$ cat src/rtl/hp_pkg.sv
package hp_pkg;

    localparam int DW = 8;
    localparam int AW = 2;

    localparam logic [AW-1:0] ADDR_DATA = 2'd0;
    localparam logic [AW-1:0] ADDR_STAT = 2'd1;
    localparam logic [AW-1:0] ADDR_SCR0 = 2'd2;
    localparam logic [AW-1:0] ADDR_SCR1 = 2'd3;

    typedef enum logic [1:0] {
        MODE_PAIR   = 2'd0,
        MODE_DIRSTB = 2'd1,
        MODE_SER    = 2'd2
    } port_mode_e;

    // One register access, produced by either front end.
    typedef struct packed {
        logic          valid;
        logic          write;
        logic [AW-1:0] addr;
        logic [DW-1:0] wdata;
    } host_acc_t;

    typedef struct packed {
        logic          cs_n;
        logic [AW-1:0] a;
        logic          s1;
        logic          s0;
        logic [DW-1:0] d;
    } par_pins_t;

    typedef struct packed {
        logic cs_n;
        logic sclk;
        logic sdi;
    } ser_pins_t;

    localparam par_pins_t PAR_IDLE = '{cs_n: 1'b1, a: '0, s1: 1'b1, s0: 1'b1, d: '0};
    localparam ser_pins_t SER_IDLE = '{cs_n: 1'b1, sclk: 1'b0, sdi: 1'b0};

    function automatic port_mode_e strap_decode(input logic [2:0] s);
        if (s[1:0] == 2'b00) return MODE_SER;
        else if (s[2])       return MODE_DIRSTB;
        else                 return MODE_PAIR;
    endfunction

endpackage

$ cat src/rtl/hp_fifo.sv
module hp_fifo #(
    parameter int WIDTH = 8,
    parameter int DEPTH = 4
) (
    input  logic             clk,
    input  logic             rst,
    input  logic             push,
    input  logic [WIDTH-1:0] wdata,
    input  logic             pop,
    output logic [WIDTH-1:0] head,
    output logic             empty,
    output logic             full
);
    localparam int PW = (DEPTH > 1) ? $clog2(DEPTH) : 1;
    localparam int CW = $clog2(DEPTH + 1);

    logic [WIDTH-1:0] mem [DEPTH];
    logic [PW-1:0]    rd_ptr, wr_ptr;
    logic [CW-1:0]    cnt;
    logic             do_push, do_pop;

    function automatic logic [PW-1:0] bump(input logic [PW-1:0] p);
        return (p == PW'(DEPTH - 1)) ? '0 : p + 1'b1;
    endfunction

    assign empty   = (cnt == '0);
    assign full    = (cnt == CW'(DEPTH));
    assign do_push = push && !full;
    assign do_pop  = pop && !empty;
    assign head    = mem[rd_ptr];

    always_ff @(posedge clk) begin
        if (do_push) mem[wr_ptr] <= wdata;
    end

    always_ff @(posedge clk) begin
        if (rst) begin
            rd_ptr <= '0;
            wr_ptr <= '0;
            cnt    <= '0;
        end else begin
            if (do_push) wr_ptr <= bump(wr_ptr);
            if (do_pop)  rd_ptr <= bump(rd_ptr);
            cnt <= cnt + CW'(do_push) - CW'(do_pop);
        end
    end
endmodule

$ cat src/rtl/hp_par_front.sv
module hp_par_front
    import hp_pkg::*;
(
    input  logic          clk,
    input  logic          rst,
    input  logic          en,
    input  logic          dir_mode,
    input  par_pins_t     pins,
    output host_acc_t     acc
);
    par_pins_t meta_q, sync_q, prev_q;

    always_ff @(posedge clk) begin
        if (rst) begin
            meta_q <= PAR_IDLE;
            sync_q <= PAR_IDLE;
            prev_q <= PAR_IDLE;
        end else begin
            meta_q <= pins;
            sync_q <= meta_q;
            prev_q <= sync_q;
        end
    end

    logic s0_rise, s1_rise;
    assign s0_rise = !prev_q.s0 && sync_q.s0 && !prev_q.cs_n;
    assign s1_rise = !prev_q.s1 && sync_q.s1 && !prev_q.cs_n;

    // Access fires on the trailing edge of the strobe, address and data
    // taken from the last synchronised sample before that edge.
    always_comb begin
        acc = '0;
        if (en) begin
            if (!dir_mode) begin
                if (s0_rise)
                    acc = '{valid: 1'b1, write: 1'b1, addr: prev_q.a, wdata: prev_q.d};
                else if (s1_rise)
                    acc = '{valid: 1'b1, write: 1'b0, addr: prev_q.a, wdata: '0};
            end else if (s0_rise) begin
                acc = '{valid: 1'b1, write: !prev_q.s1, addr: prev_q.a, wdata: prev_q.d};
            end
        end
    end
endmodule

$ cat src/rtl/hp_ser_front.sv
module hp_ser_front
    import hp_pkg::*;
(
    input  logic          clk,
    input  logic          rst,
    input  logic          en,
    input  ser_pins_t     pins,
    output logic [AW-1:0] peek_addr,
    input  logic [DW-1:0] peek_data,
    output logic          sdo,
    output host_acc_t     acc
);
    localparam int FRAME = 2 * DW;
    localparam int CW    = $clog2(FRAME) + 1;

    ser_pins_t     meta_q, sync_q, prev_q;
    logic [CW-1:0] cnt_q;
    logic [DW-1:0] rx_q, tx_q;
    logic          cmd_rd_q;
    logic [AW-1:0] cmd_addr_q;
    logic          rise, fall;

    always_ff @(posedge clk) begin
        if (rst) begin
            meta_q <= SER_IDLE;
            sync_q <= SER_IDLE;
            prev_q <= SER_IDLE;
        end else begin
            meta_q <= pins;
            sync_q <= meta_q;
            prev_q <= sync_q;
        end
    end

    assign rise      = en && !sync_q.cs_n && sync_q.sclk && !prev_q.sclk;
    assign fall      = en && !sync_q.cs_n && !sync_q.sclk && prev_q.sclk;
    assign peek_addr = {rx_q[0], sync_q.sdi};
    assign sdo       = tx_q[DW-1];

    always_ff @(posedge clk) begin
        if (rst || !en || sync_q.cs_n) begin
            cnt_q      <= '0;
            rx_q       <= '0;
            tx_q       <= '0;
            cmd_rd_q   <= 1'b0;
            cmd_addr_q <= '0;
        end else begin
            if (rise) begin
                rx_q <= {rx_q[DW-2:0], sync_q.sdi};
                if (cnt_q != CW'(FRAME)) cnt_q <= cnt_q + 1'b1;
                if (cnt_q == CW'(DW - 1)) begin
                    cmd_rd_q   <= rx_q[DW-2];
                    cmd_addr_q <= peek_addr;
                    tx_q       <= rx_q[DW-2] ? peek_data : '0;
                end
            end
            if (fall && cnt_q > CW'(DW) && cnt_q < CW'(FRAME))
                tx_q <= {tx_q[DW-2:0], 1'b0};
        end
    end

    always_comb begin
        acc = '0;
        if (rise && cnt_q == CW'(FRAME - 1))
            acc = '{valid: 1'b1, write: !cmd_rd_q, addr: cmd_addr_q,
                    wdata: {rx_q[DW-2:0], sync_q.sdi}};
    end
endmodule

$ cat src/rtl/hostport_top.sv
module hostport_top
    import hp_pkg::*;
#(
    parameter int OUT_DEPTH = 4,
    parameter int IN_DEPTH  = 4
) (
    input  logic          clk,
    input  logic          rst,
    input  logic          host_cs_n,
    input  logic          host_a0,
    input  logic          host_a1_sdi,
    input  logic          host_ms1,
    input  logic          host_ms0,
    input  logic          host_ms2_i,
    output logic          host_ms2_o,
    output logic          host_ms2_oe,
    input  logic          host_sclk,
    input  logic [DW-1:0] host_d_i,
    output logic [DW-1:0] host_d_o,
    output logic          host_d_oe,
    output logic          irq_n_oe,
    input  logic [DW-1:0] core_out_data,
    input  logic          core_out_valid,
    output logic          core_out_ready,
    output logic [DW-1:0] core_in_data,
    output logic          core_in_valid,
    input  logic          core_in_ready
);
    localparam int NREG = 1 << AW;
    localparam int NSCR = NREG - 2;

    port_mode_e    mode_q;
    logic          is_par;
    host_acc_t     par_acc, ser_acc, acc;
    logic [DW-1:0] reg_view [NREG];
    logic [DW-1:0] scr_q [NSCR];
    logic [AW-1:0] ser_peek_addr;
    logic          ser_sdo;
    logic [DW-1:0] out_head;
    logic          out_empty, out_full, in_empty, in_full;
    par_pins_t     par_pins;
    ser_pins_t     ser_pins;

    // Straps follow the pins throughout reset; the last value stays.
    always_ff @(posedge clk) begin
        if (rst) mode_q <= strap_decode({host_ms2_i, host_ms1, host_ms0});
    end

    assign is_par   = (mode_q != MODE_SER);
    assign par_pins = '{cs_n: host_cs_n, a: {host_a1_sdi, host_a0},
                        s1: host_ms1, s0: host_ms0, d: host_d_i};
    assign ser_pins = '{cs_n: host_cs_n, sclk: host_sclk, sdi: host_a1_sdi};

    hp_par_front u_par (
        .clk      (clk),
        .rst      (rst),
        .en       (is_par),
        .dir_mode (mode_q == MODE_DIRSTB),
        .pins     (par_pins),
        .acc      (par_acc)
    );

    hp_ser_front u_ser (
        .clk       (clk),
        .rst       (rst),
        .en        (!is_par),
        .pins      (ser_pins),
        .peek_addr (ser_peek_addr),
        .peek_data (reg_view[ser_peek_addr]),
        .sdo       (ser_sdo),
        .acc       (ser_acc)
    );

    assign acc = is_par ? par_acc : ser_acc;

    hp_fifo #(.WIDTH(DW), .DEPTH(OUT_DEPTH)) u_out_q (
        .clk   (clk),
        .rst   (rst),
        .push  (core_out_valid),
        .wdata (core_out_data),
        .pop   (acc.valid && !acc.write && acc.addr == ADDR_DATA),
        .head  (out_head),
        .empty (out_empty),
        .full  (out_full)
    );

    hp_fifo #(.WIDTH(DW), .DEPTH(IN_DEPTH)) u_in_q (
        .clk   (clk),
        .rst   (rst),
        .push  (acc.valid && acc.write && acc.addr == ADDR_DATA),
        .wdata (acc.wdata),
        .pop   (core_in_ready),
        .head  (core_in_data),
        .empty (in_empty),
        .full  (in_full)
    );

    assign core_out_ready = !out_full;
    assign core_in_valid  = !in_empty;

    generate
        for (genvar g = 0; g < NSCR; g++) begin : g_scr
            always_ff @(posedge clk) begin
                if (rst)
                    scr_q[g] <= '0;
                else if (acc.valid && acc.write && acc.addr == AW'(g + 2))
                    scr_q[g] <= acc.wdata;
            end
            assign reg_view[g + 2] = scr_q[g];
        end
    endgenerate

    assign reg_view[ADDR_DATA] = out_empty ? '0 : out_head;
    assign reg_view[ADDR_STAT] = {{(DW - 2){1'b0}}, in_full, !out_empty};

    assign host_d_o  = reg_view[{host_a1_sdi, host_a0}];
    assign host_d_oe = !rst && is_par && !host_cs_n &&
                       ((mode_q == MODE_PAIR) ? !host_ms1 : (host_ms1 && !host_ms0));

    assign host_ms2_o  = ser_sdo;
    assign host_ms2_oe = !rst && !is_par && !host_cs_n;
    assign irq_n_oe    = !rst && !out_empty;
endmodule

$ cat config.mk
export PLATFORM = sky130hd
export DESIGN_NAME = hostport_top
export DESIGN_NICKNAME = d
export VERILOG_FILES = /design/src/rtl/hp_pkg.sv /design/src/rtl/hp_fifo.sv /design/src/rtl/hp_par_front.sv /design/src/rtl/hp_ser_front.sv /design/src/rtl/hostport_top.sv
export SDC_FILE = /design/constraint.sdc
export NUM_CORES = 1
export LEC_CHECK = 0
export CORE_MARGIN = 2
export CORE_UTILIZATION = 53
export CTS_CLUSTER_DIAMETER = 200
export CTS_CLUSTER_SIZE = 8
export DETAILED_ROUTE_END_ITERATION = 10
export DONT_BUFFER_PORTS = 1
export GPL_TIMING_DRIVEN = 0
export PLACE_DENSITY = 0.66
export SLEW_MARGIN = 20
export SYNTH_ARGS = -nofsm -noshare
export SYNTH_HDL_FRONTEND = slang
export SYNTH_HIERARCHICAL = 1
export SYNTH_SLANG_ARGS = --single-unit
$ cat constraint.sdc
create_clock -name clk -period 4.83 [get_ports clk]
set_input_delay 0.483 -clock clk [delete_from_list [all_inputs] [get_ports clk]]
set_output_delay 0.483 -clock clk [all_outputs]
set_load 0.01 [all_outputs]
* Word-level counts from Yosys, hierarchy flattened *
Memory sizes are Yosys's and may differ from the RTL's. A register that Yosys moved wholly into a read port is not among the register bits.
Cells that the tools add are included.

operators by class
  $add $sub $neg = 9
  $lt $le $gt $ge = 4
  equality and inequality tests = 13
  multiplexer cells = 41
  bitwise logic cells = 4
  reductions and logical operators = 59

operators with widths
  cell                                                                   number
  8-bit two-way mux                                                      11
  12-bit two-way mux                                                     6
  8-bit binary-select mux with 2-bit select                              2
  1-bit logical AND                                                      29
  1-bit zero test                                                        17
  2-bit two-way mux                                                      8
  1-bit two-way mux                                                      14
  2-bit == test (second input constant)                                  6
  2-bit by 1-bit adder with 2-bit output (second input constant)         4
  3-bit by 1-bit adder with 3-bit output                                 2
  3-bit == test (second input constant)                                  2
  3-bit greater-or-equal comparator (second input constant)              2
  2-bit zero test                                                        3
  3-bit zero test                                                        2
  2-bit NOT with 3-bit output                                            2
  2-bit AND reduction                                                    3
  3-bit by 1-bit subtractor with 3-bit output                            2
  5-bit by 1-bit adder with 5-bit output (second input constant)         1
  5-bit by 3-bit == test with 1-bit output (second input constant)       1
  5-bit by 4-bit == test with 1-bit output (second input constant)       1
  5-bit by 4-bit > comparator with 1-bit output (second input constant)  1
  5-bit less-than comparator (second input constant)                     1
  5-bit inequality test (second input constant)                          1
  2-bit nonzero test                                                     2
  5 further kinds                                                        7

storage, ports and cells
  bits in registers = 83
  RAM bits = 80
  bits of input ports = 27
  output and inout bits = 22
  word-level logic and storage cells = 166
  memories = 3

memories
  memory       words  width  read ports  clocked after Yosys merged registers in  wr ports  RTL line            text
  u_in_q.mem   4      8      1           1                                        1         hp_fifo.sv:17       logic [WIDTH-1:0] mem [DEPTH];
  u_out_q.mem  4      8      1           1                                        1         hp_fifo.sv:17
  scr_q        2      8      2           0                                        2         hostport_top.sv:36  logic [DW-1:0] scr_q [NSCR];

* Logic depth before layout (Yosys ltp) *
Gate-level depths: netlist (run 1).

  word-level depth = 14
  gate-level depth with buffers = 19
  mapped depth without buffers = 16

* By module *
The synthesis (run 1) kept the hierarchy.

modules (own cells, without submodules)
  module        instances  cells an instance  area each (µm²)  seq. area each (µm²)
  hp_fifo       2          92                 1637.8           1141.1
  hostport_top  1          156                1395.1           540.5
  hp_ser_front  1          137                1303.8           600.6
  hp_par_front  1          100                1164.9           780.7

* Worst setup path after synthesis (run 1) *
Ideal clock, no wire load.

  kind = register to register
  from = reg mode_q[1]
  to = reg u_in_q.cnt[2]
  data arrival time = 3506 ps
  required time = 4715 ps
  path slack = 1209 ps
  stages on the path, launching flop included = 20
  buffers on the path = 3
  period minus slack after synthesis = 3621 ps
  cell sequence = edfxtp_1 nand2b_1 buf_6 inv_4 buf_6 and4bb_2 clkbuf_1 and3_1 and4bb_2 a31oi_1 a21oi_1 and2_4 inv_1 ha_1 inv_1 ha_1 fa_1 xnor2_1 xnor2_1 nor2_1

RTL lines
  element                   RTL line            text
  start: declaration        hostport_top.sv:32  port_mode_e mode_q;
  start signal: assignment  hostport_top.sv:46  if (rst) mode_q <= strap_decode({host_ms2_i, host_ms1, host_ms0});
  end signal: assignment    hp_fifo.sv:44       cnt <= cnt + CW'(do_push) - CW'(do_pop);
  end: declaration          hp_fifo.sv:19       logic [CW-1:0] cnt;

==> reports/qor.csv, run 1 <==
metric;value;unit
clock_latency;0.42;ns
postLayoutSetupSlackWorst;0.433;ns
maxSlewViolCount;0;
row_count;42;
place.gp.congestion;0.877;
crit_family;simple AND/OR/NAND/NOR gates;
clk_pin_slew_worst_paths;0.06;ns
power.density_cell_area;410;nW/µm²
synth_top_cells_by_area;sky130_fd_sc_hd__edfxtp_1, sky130_fd_sc_hd__dfxtp_1, sky130_fd_sc_hd__mux4_2;
route.detailed.vias_per_inst;5.53;
timing.setup.critical_path_class;reg2reg;
gr-total-overflow;0;
max_slew_margin;38.1;%
track_usage;20.5;%
antenna_found_initial;0;
final.fill_count;1064;
synth_top_cell_area_share;34.5;%
cts_post_setup_buffers_inserted;0;
run_status;finished clean;
maximum_number_of_pins_on_one_net_before_global_route_repair;39;
timing.final.setup_violations;0;
post_drt_wl_per_cell;17.3;µm
internal_power;2.47;mW
initial_core_util;54.1;%
die_height;120;µm
flow.area_growth_from_synthesis;10.8;%
power_leakage;2.98;nW
worstPathRequired;5.14;ns
total_wire_length_after_detailed_routing;13.6;mm
fin_tns_setup;0;ns
syn_avg_cell_area;12.4;µm²
cts_max_level;4;
cp.buffers_inverters;6;
fin_nets;642;
yosys.area.top_type;sky130_fd_sc_hd__edfxtp_1;
yosys_warnings;6;
crit_path_max_incr_delay;0.62;ns
drt_first_pass_iters;5;
worstHoldPathType;in2reg;
critPathArrivalTime;4.71;ns
critical_path.slowest_cell;sky130_fd_sc_hd__a21oi_1;
ys_types;54;
clock_tree.buffer_depth;2;
final_period_minus_worst_setup_slack;4.40;ns
drc;0;
place_ws;0.504;ns
die_x;120;µm
mappedNetlistNets;623;
number_of_flops_mapped_to_enable_cells_by_yosys;82;
grt_first_pass_wirelength;22.2;mm
start_kind;register;
synth-seq-cells;169;
core_region_area;13200;µm²
cts_hold_buffers;0;
clkSinkCount;169;
first_global_vias;4258;
combinationalPowerShare;12.1;%
cts.repair.resized;0;
mappedNetlistArea;7140;µm²
synthArstFlopShare;0;%
grt_setup_unrepaired;false;
layout_worst_path_cycle_share;91.0;%
vias;4342;
layout-drive-gt1-share;14.3;%
io_buffer_count;0;
design.portCount;49;
antenna_violating_nets_post_route;0;
netlist_instances;577;
synth-main-ff-cell;sky130_fd_sc_hd__dfxtp_1;
cap_violations;0;
drt_iter0_drc;294;
die_area;14400;µm²
dp.final_hpwl;9.55;mm
seq_power_share;49.7;%
cp_cell_sequence;nand2b_1 -> buf_6 -> inv_4 -> buf_6 -> and4bb_2 -> clkbuf_1 -> and3_1 -> and4bb_2 -> a31oi_1 -> a21oi_1 -> and2_4 -> inv_1 -> ha_1 -> inv_1 -> ha_1 -> fa_1 -> xnor2_1 -> xnor2_1 -> nor2_1;
tritoncts.num_buffers;17;
insertedDiodeCount;0;
cts_tree;built;
max_freq;227;MHz
tightest_slew;0.920;ns
irDropWorstVdd;0.234;mV
power.clock.fraction;38.3;%
worstSetupEndpointType;register;
clock_tree.root_cell;sky130_fd_sc_hd__clkbuf_16;
net-switching-power;0.768;mW
path_max_fanout;13;
swShare;23.7;%
ys_seq_area_share;58.9;%
timing_hold_violations_final;0;
finClkSkew;0.00689;ns
==> metrics by stage <==
step | hold WS, ns | cells | power (mW) | utilization [%] | cell area (µm²)
2_1_floorplan | 0.389 | 577 | 1.94 | - | 7140
3_3_place_gp | 0.396 | 753 | 2.02 | 55.8 | 7360
3_5_place_dp | 0.393 | 753 | 2.03 | 55.8 | 7360
4_1_cts | 0.111 | 785 | 3.27 | 60.0 | 7910
5_1_grt | 0.107 | 785 | 3.39 | 60.0 | 7910
6_report | 0.130 | 785 | 3.24 | 60.0 | 7910
==> registers in the layout (all words and copies together) (netlist names), 2 cells and up, named ones only <==
signal            cells
mode_q                2
scr_q                16
u_in_q/cnt            3
u_in_q/mem           32
u_in_q/rd_ptr         2
u_in_q/wr_ptr         2
u_out_q/cnt           3
u_out_q/mem          32
u_out_q/rd_ptr        2
u_out_q/wr_ptr        2
u_par/meta_q         13
u_par/prev_q         13
u_par/sync_q         13
u_ser/cmd_addr_q      2
u_ser/cnt_q           5
u_ser/meta_q          3
u_ser/rx_q            7
u_ser/sync_q          2
u_ser/tx_q            8
==> final timing paths <==
check                      end  slack (ns)  depth (start not counted)       startpoint
min reg2reg    u_par/sync_q[8]        0.41                          1  u_par/meta_q[8]
max              u_in_q/cnt[2]        0.43                         19        mode_q[1]
min          u_out_q/wr_ptr[1]        0.13                          1              rst
max reg2reg      u_in_q/cnt[2]        0.43                         19        mode_q[1]
==> kinds of logic (layout without fill, tap and decap cells) <==
kind of cell,after synthesis,in the layout,synth area share (%)
AND/OR/NAND/NOR,201,201,17.2
flip-flops,169,169,58.9
AO/OA/AOI/OAI,82,82,7.33
buffers and inverters,64,96,4.08
multiplexers,35,35,8.11
adder cells (fa/ha/maj),19,19,3.54
XOR/XNOR,7,7,0.859
==> power by group through the flow <==
stage                     Sequential [mW]  Clock, mW  Combinational (mW)
final                                1.61       1.24               0.391
after floorplan                      1.63          0               0.315
after CTS                            1.61       1.27               0.396
after detailed placement             1.64          0               0.393
after global routing                 1.62       1.33               0.439
after global placement               1.64          0               0.380
==> worst register-to-register path: stages (launching register included) <==
cell	delay (ns)
sky130_fd_sc_hd__edfxtp_1	0.45
sky130_fd_sc_hd__nand2b_1	0.12
sky130_fd_sc_hd__buf_6	0.16
sky130_fd_sc_hd__inv_4	0.05
sky130_fd_sc_hd__buf_6	0.15
sky130_fd_sc_hd__and4bb_2	0.26
sky130_fd_sc_hd__clkbuf_1	0.23
sky130_fd_sc_hd__and3_1	0.26
sky130_fd_sc_hd__and4bb_2	0.33
sky130_fd_sc_hd__a31oi_1	0.07
sky130_fd_sc_hd__a21oi_1	0.62
sky130_fd_sc_hd__and2_4	0.29
sky130_fd_sc_hd__inv_1	0.05
sky130_fd_sc_hd__ha_1	0.27
sky130_fd_sc_hd__inv_1	0.04
sky130_fd_sc_hd__ha_1	0.18
sky130_fd_sc_hd__fa_1	0.38
sky130_fd_sc_hd__xnor2_1	0.19
sky130_fd_sc_hd__xnor2_1	0.14
sky130_fd_sc_hd__nor2_1	0.05
==> Yosys cell counts, drive strengths merged, types with 7 or more instances <==
| master | n |
|---|---|
| nor3 | 7 |
| nand3 | 10 |
| nand2 | 28 |
| clkbuf | 12 |
| edfxtp | 82 |
| and3 | 19 |
| ha | 17 |
| dfxtp | 87 |
| and2 | 20 |
| buf | 16 |
| nand2b | 7 |
| mux4 | 18 |
| o21ai | 10 |
| a221o | 7 |
| nor2b | 42 |
| nor3b | 11 |
| or2 | 12 |
| nor2 | 18 |
| mux2i | 14 |
| a21oi | 42 |
| inv | 36 |
==> layout make-up <==
class	count	area (µm²)	share of cell area, %
Buffer	28	154	1.95
Clock buffer	25	508	6.42
Clock inverter	7	40.0	0.506
Inverter	36	138	1.74
Multi-Input combinational cell	344	2640	33.4
Sequential cell	169	4200	53.2
Tap cell	176	220	2.78
==> cell usage in the layout (no fill, tap or decap), types with 6 or more instances in the layout <==
master                      count
sky130_fd_sc_hd__dfxtp_1       87
sky130_fd_sc_hd__edfxtp_1      82
sky130_fd_sc_hd__a21oi_1       42
sky130_fd_sc_hd__nor2b_1       42
sky130_fd_sc_hd__inv_1         35
sky130_fd_sc_hd__nand2_1       28
sky130_fd_sc_hd__clkbuf_16     19
sky130_fd_sc_hd__and2_1        18
sky130_fd_sc_hd__mux4_2        18
sky130_fd_sc_hd__clkbuf_1      17
sky130_fd_sc_hd__nor2_1        17
sky130_fd_sc_hd__and3_1        17
sky130_fd_sc_hd__ha_1          17
sky130_fd_sc_hd__mux2i_1       14
sky130_fd_sc_hd__or2_2         12
sky130_fd_sc_hd__nor3b_1       10
sky130_fd_sc_hd__o21ai_0       10
sky130_fd_sc_hd__nand3_1       10
sky130_fd_sc_hd__nand2b_1       7
sky130_fd_sc_hd__nor3_1         7
sky130_fd_sc_hd__a221o_1        7
sky130_fd_sc_hd__buf_2          6
==> per-layer routing <==
| metal | vias up | wire [µm] | track usage, % | share of wire (%) |
|---|---|---|---|---|
| met5 | - | 0 | 0 | 0 |
| met4 | 0 | 215 | 7.94 | 1.6 |
| met3 | 16 | 872 | 5.51 | 6.4 |
| met2 | 127 | 6790 | 33.6 | 50 |
| met1 | 2104 | 5720 | 26.0 | 42 |
| li1 | 2095 | - | - | - |
No activity file was read; power rests on OpenSTA's default activity.
==> run 2: changes to the inputs <==
--- a/config.mk
+++ b/config.mk
@@ -5,14 +5,17 @@
 export SDC_FILE = /design/constraint.sdc
 export NUM_CORES = 1
 export LEC_CHECK = 0
-export CORE_MARGIN = 2
-export CORE_UTILIZATION = 53
+export CELL_PAD_IN_SITES_DETAIL_PLACEMENT = 1
+export CELL_PAD_IN_SITES_GLOBAL_PLACEMENT = 1
+export CORE_ASPECT_RATIO = 0.6
+export CORE_MARGIN = 5
+export CORE_UTILIZATION = 52
 export CTS_CLUSTER_DIAMETER = 200
 export CTS_CLUSTER_SIZE = 8
 export DETAILED_ROUTE_END_ITERATION = 10
 export DONT_BUFFER_PORTS = 1
 export GPL_TIMING_DRIVEN = 0
-export PLACE_DENSITY = 0.66
+export PLACE_DENSITY = 0.77
 export SLEW_MARGIN = 20
 export SYNTH_ARGS = -nofsm -noshare
 export SYNTH_HDL_FRONTEND = slang
==> run 2 against run 1 <==
Against the previous run:
- combinational power grew 7.7%
- sequential share of layout area shrank 0.13 points
- register-to-register slack gained 0.05 ns
- fmax grew 1.1%
- global-route usage grew 0.59 points
- largest power group unchanged
==> reports/qor.csv, run 2 (same netlist as run 1, synthesis figures left out) <==
metric;value;unit;change
grt_setup_unrepaired;false;;
crit-reg2reg-launch;mode_q[1];;
worstSetupEndpointType;register;;
die_area;16200;µm²;+13%
cts_max_level;4;;unchanged
grt_first_pass_wirelength;25.8;mm;+16%
rrSetupSlack;0.48;ns;+0.05 ns
fin_nets;642;;unchanged
cp.buffers_inverters;6;;unchanged
layout-drive-gt1-share;15.3;%;+0.99 points
clock_tree.root_cell;sky130_fd_sc_hd__clkbuf_16;;
maxSlewViolCount;0;;unchanged
row_count;33;;-21%
first_global_vias;4603;;+8.1%
die_x;161;µm;+34%
die_height;101;µm;-16%
crit_family;simple AND/OR/NAND/NOR gates;;
layout.cells.most_common_list;sky130_fd_sc_hd__dfxtp_1, sky130_fd_sc_hd__edfxtp_1, sky130_fd_sc_hd__a21oi_1, sky130_fd_sc_hd__nor2b_1, sky130_fd_sc_hd__inv_1;;
tritoncts.num_buffers;17;;unchanged
cts.repair.resized;0;;unchanged
dp.final_hpwl;11.7;mm;+23%
io_buffer_count;0;;unchanged
clkSinkCount;169;;unchanged
core_region_area;13500;µm²;+2.7%
tightest_slew;0.925;ns;+0.00470 ns
clock_tree.buffer_depth;2;;unchanged
antenna_found_initial;0;;unchanged
instances_no_fill;784;;-0.13%
place.gp.congestion;0.886;;+1.0%
cp_cell_sequence;nand2b_1 -> buf_6 -> inv_4 -> buf_6 -> and4bb_2 -> clkbuf_1 -> and3_1 -> and4bb_2 -> a31oi_1 -> a21oi_1 -> and2_4 -> inv_1 -> ha_1 -> inv_1 -> ha_1 -> fa_1 -> xnor2_1 -> xnor2_1 -> nor2_1;;
gr-total-overflow;0;;unchanged
cell_count_of_the_worst_reg_to_reg_path;19;;unchanged
clock_latency;0.43;ns;about the same
cts_hold_buffers;0;;unchanged
timing.final.setup_violations;0;;unchanged
timing_hold_violations_final;0;;unchanged
power.density_cell_area;423;nW/µm²;+3.0%
start_kind;register;;
cap_violations;0;;unchanged
maximum_number_of_pins_on_one_net_before_global_route_repair;39;;unchanged
drt_first_pass_iters;5;;unchanged
post_drt_wl_per_cell;21.0;µm;+21%
max_slew_margin;37.8;%;-0.32 points
power_leakage;3.00;nW;+0.72%
crit_path_max_incr_delay;0.55;ns;-0.07 ns
path_max_fanout;13;;unchanged
drc;0;;unchanged
flow.area_growth_from_synthesis;11.0;%;
worstHoldPathType;in2reg;;
drt_iter0_drc;274;;-6.8%
worstSetupPathDepth;19;;unchanged
finClkSkew;0.0199;ns;+0.0130 ns
critPathCapture;u_in_q/cnt[2];;
final_common_cell;sky130_fd_sc_hd__dfxtp_1;;
final.fill_count;1353;;+27%
layout_worst_path_cycle_share;90.0;%;-0.99 points
crit-reg2reg-capture;u_in_q/cnt[2];;
initial_core_util;52.7;%;-1.4 points
antenna_violating_nets_post_route;0;;unchanged
design.portCount;49;;unchanged
place_inst;752;;-0.13%
cts_tree;built;;
worstPathRequired;5.14;ns;about the same
critical_path.slowest_cell;sky130_fd_sc_hd__a21oi_1;;
worst_setup_path_startpoint;mode_q[1];;
clk_pin_slew_worst_paths;0.07;ns;about the same
final_period_minus_worst_setup_slack;4.35;ns;-0.0480 ns
vias;4465;;+2.8%
run_status;finished clean;;
insertedDiodeCount;0;;unchanged
hold_start;rst;;
top_regs;u_in_q/mem (32), u_out_q/mem (32), scr_q (16);;
critPathArrivalTime;4.66;ns;-0.05 ns
cts_post_setup_buffers_inserted;0;;unchanged
fin_tns_setup;0;ns;unchanged
max_freq;230;MHz;+1.1%
track_usage;21.1;%;+0.59 points
timing.setup.critical_path_class;reg2reg;;
irDropWorstVdd;0.272;mV;+17%
route.detailed.vias_per_inst;5.70;;+3.0%
total_wire_length_after_detailed_routing;16.4;mm;+21%
[run 2: per-stage QoR]
| step | power [mW] | setup WS (ns) | hold WS, ns | area (µm²) | utilization (%) |
|---|---|---|---|---|---|
| after detailed placement | 2.06 | 0.534 | 0.399 | 7360 | 54.3 |
| after global routing | 3.49 | 0.253 | 0.112 | 7930 | 58.5 |
| final | 3.35 | 0.481 | 0.131 | 7930 | 58.5 |
| after CTS | 3.38 | 0.501 | 0.109 | 7930 | 58.5 |
| after floorplan | 1.94 | 1.21 | 0.389 | 7140 | - |
| after global placement | 2.04 | 0.680 | 0.394 | 7360 | 54.3 |
[run 2: final cells by class]
type                            count  area (µm²)  area share (%)
Buffer                             28         154            1.94
Inverter                           36         138            1.74
Sequential cell                   169        4200            53.0
Tap cell                          175         219            2.76
Clock inverter                     15         143            1.80
Multi-Input combinational cell    344        2640            33.4
Clock buffer                       17         425            5.37
[run 2: metal layers]
| metal | vias up | part of all wire (%) | global-route usage [%] |
|---|---|---|---|
| met4 | 0 | 0.82 | 5.18 |
| met2 | 123 | 44 | 31.7 |
| li1 | 2107 | - | - |
| met3 | 11 | 6.7 | 6.42 |
| met5 | - | 0 | 0 |
| met1 | 2224 | 48 | 30.3 |
[run 2: worst min path at each step]
stage	end	cells after the start	slack, ns
detailed placement	u_par/sync_q[9]	1	0.40
global placement	u_par/sync_q[8]	1	0.39
finish	u_out_q/cnt[1]	1	0.13
global route	u_out_q/wr_ptr[1]	1	0.11
floorplan	u_par/prev_q[12]	1	0.39
CTS	u_out_q/cnt[1]	1	0.11
[run 2: power breakdown]
group	leakage [nW]	switching, mW	internal [mW]
Combinational	1.18	0.246	0.175
Clock	0.287	0.623	0.691
Sequential	1.53	0.0422	1.57
Total	3.00	0.912	2.44
